**src/rtl/fsc_pkg.sv**
```systemverilog
package fsc_pkg;

    localparam int unsigned FSC_WORD   = 32;
    localparam int unsigned FSC_ROUNDS = 44;
    localparam int unsigned FSC_KWORDS = 4;

    // round-function rotation amounts (left)
    localparam int unsigned ROT_AND_A = 1;
    localparam int unsigned ROT_AND_B = 8;
    localparam int unsigned ROT_XOR   = 2;

    // key-schedule rotation amounts (right)
    localparam int unsigned KROT_BIG   = 3;
    localparam int unsigned KROT_SMALL = 1;

    // per-round schedule constant, bit i used in round i
    localparam logic [61:0] Z_SEQ = 62'h3C2CE51207A635DB;

    typedef enum logic [1:0] {
        ST_IDLE = 2'd0,
        ST_RUN  = 2'd1,
        ST_DONE = 2'd2
    } fsc_state_e;

endpackage

```
**src/rtl/fsc_ctrl.sv**
```systemverilog
module fsc_ctrl
    import fsc_pkg::*;
#(
    parameter int unsigned W  = FSC_WORD,
    parameter int unsigned R  = FSC_ROUNDS,
    localparam int unsigned BW = $clog2(W),
    localparam int unsigned RW = $clog2(R)
) (
    input  logic          clk,
    input  logic          rst_n,
    input  logic          start,
    output logic          load,
    output logic          shift_en,
    output logic [BW-1:0] bit_idx,
    output logic [RW-1:0] rnd_idx,
    output logic          done
);

    fsc_state_e state_q, state_d;
    logic       last_bit, last_rnd;

    assign last_bit = (bit_idx == BW'(W - 1));
    assign last_rnd = (rnd_idx == RW'(R - 1));

    // next-state logic
    always_comb begin
        state_d = state_q;
        unique case (state_q)
            ST_IDLE: if (start) state_d = ST_RUN;
            ST_RUN:  if (last_bit && last_rnd) state_d = ST_DONE;
            ST_DONE: if (start) state_d = ST_RUN;
            default: state_d = ST_IDLE;
        endcase
    end

    // state register
    always_ff @(posedge clk or negedge rst_n) begin
        if (!rst_n) state_q <= ST_IDLE;
        else        state_q <= state_d;
    end

    // bit and round counters
    always_ff @(posedge clk or negedge rst_n) begin
        if (!rst_n) begin
            bit_idx <= '0;
            rnd_idx <= '0;
        end else if (load) begin
            bit_idx <= '0;
            rnd_idx <= '0;
        end else if (shift_en) begin
            if (last_bit) begin
                bit_idx <= '0;
                rnd_idx <= last_rnd ? '0 : rnd_idx + 1'b1;
            end else begin
                bit_idx <= bit_idx + 1'b1;
            end
        end
    end

    // outputs
    always_comb begin
        load     = 1'b0;
        shift_en = 1'b0;
        done     = 1'b0;
        unique case (state_q)
            ST_IDLE: load = start;
            ST_RUN:  shift_en = 1'b1;
            ST_DONE: begin
                load = start;
                done = 1'b1;
            end
            default: ;
        endcase
    end

endmodule

```
**src/rtl/fsc_dpath.sv**
```systemverilog
module fsc_dpath
    import fsc_pkg::*;
#(
    parameter int unsigned W  = FSC_WORD,
    localparam int unsigned BW = $clog2(W)
) (
    input  logic          clk,
    input  logic          rst_n,
    input  logic          load,
    input  logic          shift_en,
    input  logic [BW-1:0] bit_idx,
    input  logic [W-1:0]  x_ld,
    input  logic [W-1:0]  y_ld,
    input  logic          rk_bit,
    output logic [W-1:0]  x_q,
    output logic [W-1:0]  y_q
);

    // Old left-half bit (j - m) sits at position W-m: still in x_q while
    // j < m (wrapped part), already moved into y_q once j >= m.
    logic tap_a, tap_b, tap_c, new_bit;

    assign tap_a = (bit_idx < BW'(ROT_AND_A)) ? x_q[W-ROT_AND_A] : y_q[W-ROT_AND_A];
    assign tap_b = (bit_idx < BW'(ROT_AND_B)) ? x_q[W-ROT_AND_B] : y_q[W-ROT_AND_B];
    assign tap_c = (bit_idx < BW'(ROT_XOR))   ? x_q[W-ROT_XOR]   : y_q[W-ROT_XOR];

    assign new_bit = y_q[0] ^ (tap_a & tap_b) ^ tap_c ^ rk_bit;

    always_ff @(posedge clk or negedge rst_n) begin
        if (!rst_n) begin
            x_q <= '0;
            y_q <= '0;
        end else if (load) begin
            x_q <= x_ld;
            y_q <= y_ld;
        end else if (shift_en) begin
            x_q <= {new_bit, x_q[W-1:1]};
            y_q <= {x_q[0],  y_q[W-1:1]};
        end
    end

endmodule

```
**src/rtl/fsc_kpath.sv**
```systemverilog
module fsc_kpath
    import fsc_pkg::*;
#(
    parameter int unsigned W  = FSC_WORD,
    localparam int unsigned BW = $clog2(W),
    localparam int unsigned KB = FSC_KWORDS * W
) (
    input  logic          clk,
    input  logic          rst_n,
    input  logic          load,
    input  logic          shift_en,
    input  logic [BW-1:0] bit_idx,
    input  logic          z_bit,
    input  logic [KB-1:0] key_ld,
    output logic          rk_bit
);

    localparam int unsigned KR2 = KROT_BIG + KROT_SMALL;

    logic [KB-1:0] k_q;
    logic w1_lo, w1_hi, w3_lo, w3_hi, tmp_lo, tmp_hi, cst, nk_bit;

    // word1 bit j and j+1 (wraps to old bit 0 at position 1 when j = W-1)
    assign w1_lo = k_q[W];
    assign w1_hi = (bit_idx == BW'(W - 1)) ? k_q[1] : k_q[W + 1];
    // word3 bits j+3 and j+4, wrapping back into the older copy
    assign w3_lo = (bit_idx < BW'(W - KROT_BIG)) ? k_q[3*W + KROT_BIG] : k_q[2*W + KROT_BIG];
    assign w3_hi = (bit_idx < BW'(W - KR2))      ? k_q[3*W + KR2]      : k_q[2*W + KR2];

    assign tmp_lo = w3_lo ^ w1_lo;
    assign tmp_hi = w3_hi ^ w1_hi;
    // ~k ^ 3 inverts all but the two low bits; z enters at bit 0
    assign cst    = (bit_idx >= BW'(2)) ^ ((bit_idx == '0) & z_bit);
    assign nk_bit = k_q[0] ^ tmp_lo ^ tmp_hi ^ cst;

    assign rk_bit = k_q[0];

    always_ff @(posedge clk or negedge rst_n) begin
        if (!rst_n)        k_q <= '0;
        else if (load)     k_q <= key_ld;
        else if (shift_en) k_q <= {nk_bit, k_q[KB-1:1]};
    end

endmodule

```
**src/rtl/fsc_bitserial_cipher.sv**
```systemverilog
module fsc_bitserial_cipher
    import fsc_pkg::*;
#(
    parameter int unsigned W = FSC_WORD,
    parameter int unsigned R = FSC_ROUNDS
) (
    input  logic                      clk,
    input  logic                      rst_n,
    input  logic                      start,
    input  logic [2*W-1:0]            pt_i,
    input  logic [FSC_KWORDS*W-1:0]   key_i,
    output logic [2*W-1:0]            ct_o,
    output logic                      done_o
);

    localparam int unsigned BW = $clog2(W);
    localparam int unsigned RW = $clog2(R);

    logic          load, shift_en, rk_bit, z_bit;
    logic [BW-1:0] bit_idx;
    logic [RW-1:0] rnd_idx;
    logic [W-1:0]  x_q, y_q;

    assign z_bit = Z_SEQ[rnd_idx];

    fsc_ctrl #(.W(W), .R(R)) u_ctrl (
        .clk      (clk),
        .rst_n    (rst_n),
        .start    (start),
        .load     (load),
        .shift_en (shift_en),
        .bit_idx  (bit_idx),
        .rnd_idx  (rnd_idx),
        .done     (done_o)
    );

    fsc_dpath #(.W(W)) u_dpath (
        .clk      (clk),
        .rst_n    (rst_n),
        .load     (load),
        .shift_en (shift_en),
        .bit_idx  (bit_idx),
        .x_ld     (pt_i[2*W-1:W]),
        .y_ld     (pt_i[W-1:0]),
        .rk_bit   (rk_bit),
        .x_q      (x_q),
        .y_q      (y_q)
    );

    fsc_kpath #(.W(W)) u_kpath (
        .clk      (clk),
        .rst_n    (rst_n),
        .load     (load),
        .shift_en (shift_en),
        .bit_idx  (bit_idx),
        .z_bit    (z_bit),
        .key_ld   (key_i),
        .rk_bit   (rk_bit)
    );

    assign ct_o = {x_q, y_q};

endmodule

```
**config.mk**
```make
export PLATFORM = sky130hd
export DESIGN_NAME = fsc_bitserial_cipher
export DESIGN_NICKNAME = d
export VERILOG_FILES = /design/src/rtl/fsc_pkg.sv /design/src/rtl/fsc_ctrl.sv /design/src/rtl/fsc_dpath.sv /design/src/rtl/fsc_kpath.sv /design/src/rtl/fsc_bitserial_cipher.sv
export SDC_FILE = /design/constraint.sdc
export NUM_CORES = 1
export LEC_CHECK = 0
export ABC_AREA = 1
export CAP_MARGIN = 30
export CORE_MARGIN = 2
export CORE_UTILIZATION = 31
export CTS_BUF_LIST = sky130_fd_sc_hd__clkbuf_16
export DETAILED_ROUTE_END_ITERATION = 8
export PLACE_DENSITY_LB_ADDON = 0.08
export SLEW_MARGIN = 10
export SYNTH_ARGS = -nofsm -noshare
export SYNTH_HDL_FRONTEND = slang
export SYNTH_SLANG_ARGS = --single-unit
```
**constraint.sdc**
```tcl
create_clock -name clk -period 3.9 [get_ports clk]
set_input_delay 0.39 -clock clk [delete_from_list [all_inputs] [get_ports clk]]
set_output_delay 0.39 -clock clk [all_outputs]
set_load 0.02 [all_outputs]
```
==> results list <==
* Worst path top cell family by delay: buffers and inverters
* Worst-path fanout max: 97
- Instance count of the mapped netlist: 1,200
- The synthesized design spends more area on one cell type than any other, namely sky130_fd_sc_hd__dfrtp_1.
- Commonest cells in the synthesized netlist: sky130_fd_sc_hd__o21ai_0, sky130_fd_sc_hd__inv_1, sky130_fd_sc_hd__dfrtp_1
- The worst setup path is of the reg -> reg kind.
- Counting cells, the worst reg-to-reg path comes to 7.
- For this run, the leading register cell type out of synthesis is sky130_fd_sc_hd__dfrtp_1.
- Kind of end point of the critical path: flip-flop
- Cell with the biggest individual delay on the critical path: sky130_fd_sc_hd__inv_6
* DR pass1 iterations: 7
* Maximum number of pins on one net before global-route repair: 220
- Max Clk Rate: 436 MHz
* Core outline area: 0.0316 mm^2
- Overall via count from detail_route: 8,663
- The count of buffers added on input and output ports is 259.
* Later-pin clock latency in the skew report: 0.52 ns
- Final antenna-violating net count: 0
- Crit path buffers/inverters: 3
* Yosys top cell area share: 51.7%
- By instance count, the leading cell after synthesis is sky130_fd_sc_hd__o21ai_0.
* Number of flops mapped to enable cells by yosys: 0
* DRC violation count after routing: 0
- When the netlist entered floorplanning its net count stood at 1,405.
- The min-delay analysis places its worst path in the category in -> async.
* Final GP Congestion: 0.797
- Clock-pin slew was measured on the worst setup and hold paths at 0.06 ns.
* Setup clock skew after layout: 0.00611 ns
* Worst slew pin tran: 0.809 ns
- I/O pin count: 260
- No sink is reached through more buffers than the 3 on the longest clock path.
- Die X: 183 um
- The net count of the finished layout is 1,618.
* Power per Cell Area: 501 mW/mm^2
* IR drop worst, VDD: 0.269 mV
- In this run the number of H-tree levels came out at 1.
- Main area contributors after synthesis: sky130_fd_sc_hd__dfrtp_1, sky130_fd_sc_hd__o21ai_0, sky130_fd_sc_hd__o21ai_1
* Max-slew headroom at the worst pin: 46.0%
* Average wire length per cell after detail routing: 15.9 um
* Cell variety after synth: 30
* Instance area at placement: 0.0127 mm^2
- After synthesis, the share of flip-flops with an asynchronous set or reset is 100%.
- The area growth from synthesis to layout is 35.0%.
* Minimum clock period after layout: 2.30 ns
* Placement-stage worst setup slack: 1.26 ns
* DP HPWL: 18.8 mm
- Category of the worst setup path launch point: flip-flop
- TritonCTS created 25 clock buffers.
- CP most frequent cell: sky130_fd_sc_hd__o21ai_1
* Register area share after synthesis: 51.7%
* Mapped cell area: 0.00993 mm^2
- Synthesis inferred 205 register bits.
- Clock tree synthesis found a total of 205 sinks.
* Wire length of the first global-routing pass: 46.6 mm
* Final TNS setup: 0 ns
- Layout cell share with drive strength beyond 1: 3.30%
* Initial standard-cell utilization of the core: 31.5%
- Setup violations remaining at the end of the flow were counted as 0.
* Post-CTS Resized: 0
- Number of rows created at floorplan: 65
* Mean cell area of the mapped netlist: 8.27 um^2
* Yosys synthesis warning count: 0
- The number of hold-slack violations in the final timing report came to 0.
- Total Die Area: 0.0335 mm^2
* Pwr Total: 6.72 mW
* Number of max-slew violations in the final report: 0
- Wires add up to 29.1 mm.
- Endpoint arrival time on the critical path: 2.67 ns
* Vias in the first global route: 8,671
- Max_cap viols: 0
- TritonCTS built the clock tree.
- The critical path goes through inv_2, nor2_4, inv_6, buf_4, o21ai_1, o21ai_0, o21ai_1.
- The worst path meets setup with 1.60 ns of slack.
- After detailed routing, the number of vias per cell comes to 4.74.
- Setup repair after global routing left no endpoint under its margin.
* R2R Setup Slk: 1.60 ns
- The worst register-to-register path ends at u_dpath.x_q[10].
- Total congestion overflow: 0
- In this run the clock root is driven by a sky130_fd_sc_hd__clkbuf_16.
- Across every metal layer, demand over resource in global routing totals 17.2%.
* Die height: 183 um
- Once layout is done, the placed cells without fillers occupy 0.0134 mm^2.
* Share of the clock period used by the worst path: 58.8%
- Critical Path RT: 4.28 ns
- The initial antenna violation count is 5.
* DRC marker count from the first detailed-route iteration: 494
- Outcome: finished clean
* Beginning of the worst register-to-register path: u_ctrl.state_q[0]
- On the worst path, the slowest cell contributes a delay of 0.56 ns.
* Leakage power total: 6.12 nW
==> state kept, by name (all words and copies together) (netlist names) <==
| name | flops |
|---|---|
| u_kpath.k_q | 128 |
| u_dpath.x_q | 32 |
| u_ctrl.rnd_idx | 6 |
| u_ctrl.state_q | 2 |
| u_dpath.y_q | 32 |
| u_ctrl.bit_idx | 5 |
==> through the flow <==
step                hold WS, ns  util [%]  instances
floorplan                0.0944         -       1200
finish                    0.461      42.5       1829
global placement          0.466      40.3       1787
detailed placement        0.472      40.3       1787
global route              0.465      42.5       1829
CTS                       0.442      42.5       1828
==> cell usage in the layout, fill, tap and decap left out, drive strengths merged <==
master,count
diode,1
nand2,57
xor2,3
a21oi,11
a32o,2
a31oi,1
ha,10
nand4,1
clkbuf,25
and3,1
clkdlybuf4s50,258
o21ai,555
dlygate4sd3,1
o221ai,5
nor3,1
inv,222
dfrtp,205
o211ai,2
o22ai,3
or2,1
nor2,16
clkinv,9
nand3b,1
nand3,21
xnor2,3
buf,12
==> area by class of cell <==
type / count / area (um^2)
diodes: 1 / 2.50
clock buffers: 25 / 626
clock inverters: 15 / 60.1
fillers: 3249 / 18200
inverters: 216 / 823
flip-flops and latches: 205 / 5130
repair buffers: 271 / 2720
multi-input cells: 694 / 3540
well taps: 402 / 503
==> metal layers <==
layer  global-route usage [%]  wire, um  share of wire (%)  vias to the layer above
met4                     4.86       816                2.8                        4
met1                     23.0     13100                 45                     4027
met5                        0        25              0.086                        -
met2                     27.4     13300                 46                      186
met3                     4.57      1800                6.2                       46
li1                         -         -                  -                     4400
==> timing repair <==
item / CTS / global route
setup buffers: 0 / 0
endpoints found under the hold margin: 90 / 0
hold buffers: 1 / 0
==> worst reg2reg max path: stages (launching register included) <==
cell and delay, ns:
sky130_fd_sc_hd__dfrtp_1 0.41, sky130_fd_sc_hd__inv_2 0.08, sky130_fd_sc_hd__nor2_4 0.06, sky130_fd_sc_hd__inv_6 0.56
sky130_fd_sc_hd__buf_4 0.60, sky130_fd_sc_hd__o21ai_1 0.12, sky130_fd_sc_hd__o21ai_0 0.21, sky130_fd_sc_hd__o21ai_1 0.12
==> report_power, final <==
group          total, mW  internal [mW]  switching [mW]
logic               1.94          0.922            1.02
clock network       2.03           1.14           0.885
registers           2.75           2.54           0.216
total               6.72           4.60            2.12
==> worst max path at each step <==
stage	startpoint	endpoint	slack (ns)	depth (start not counted)
after floorplan	u_ctrl.bit_idx[0]	u_kpath.k_q[127]	2.07	13
after global placement	start	u_dpath.x_q[10]	1.26	7
after detailed placement	start	u_dpath.x_q[10]	1.26	7
after CTS	u_ctrl.state_q[0]	u_dpath.x_q[10]	1.61	7
after global routing	u_ctrl.state_q[0]	u_kpath.k_q[42]	1.38	7
final	u_ctrl.state_q[0]	u_dpath.x_q[10]	1.60	7
==> cell families after synthesis <==
kind of cell / share of synthesized area (%)
adders and majority gates: 1.26
buffers and inverters: 12.7
DFF: 51.7
AOI/OAI and AO/OA: 29.6
xor gates and xnor gates: 0.529
and+or+nand+nor: 4.24
Note: power is estimated with default switching activity, not from simulation.
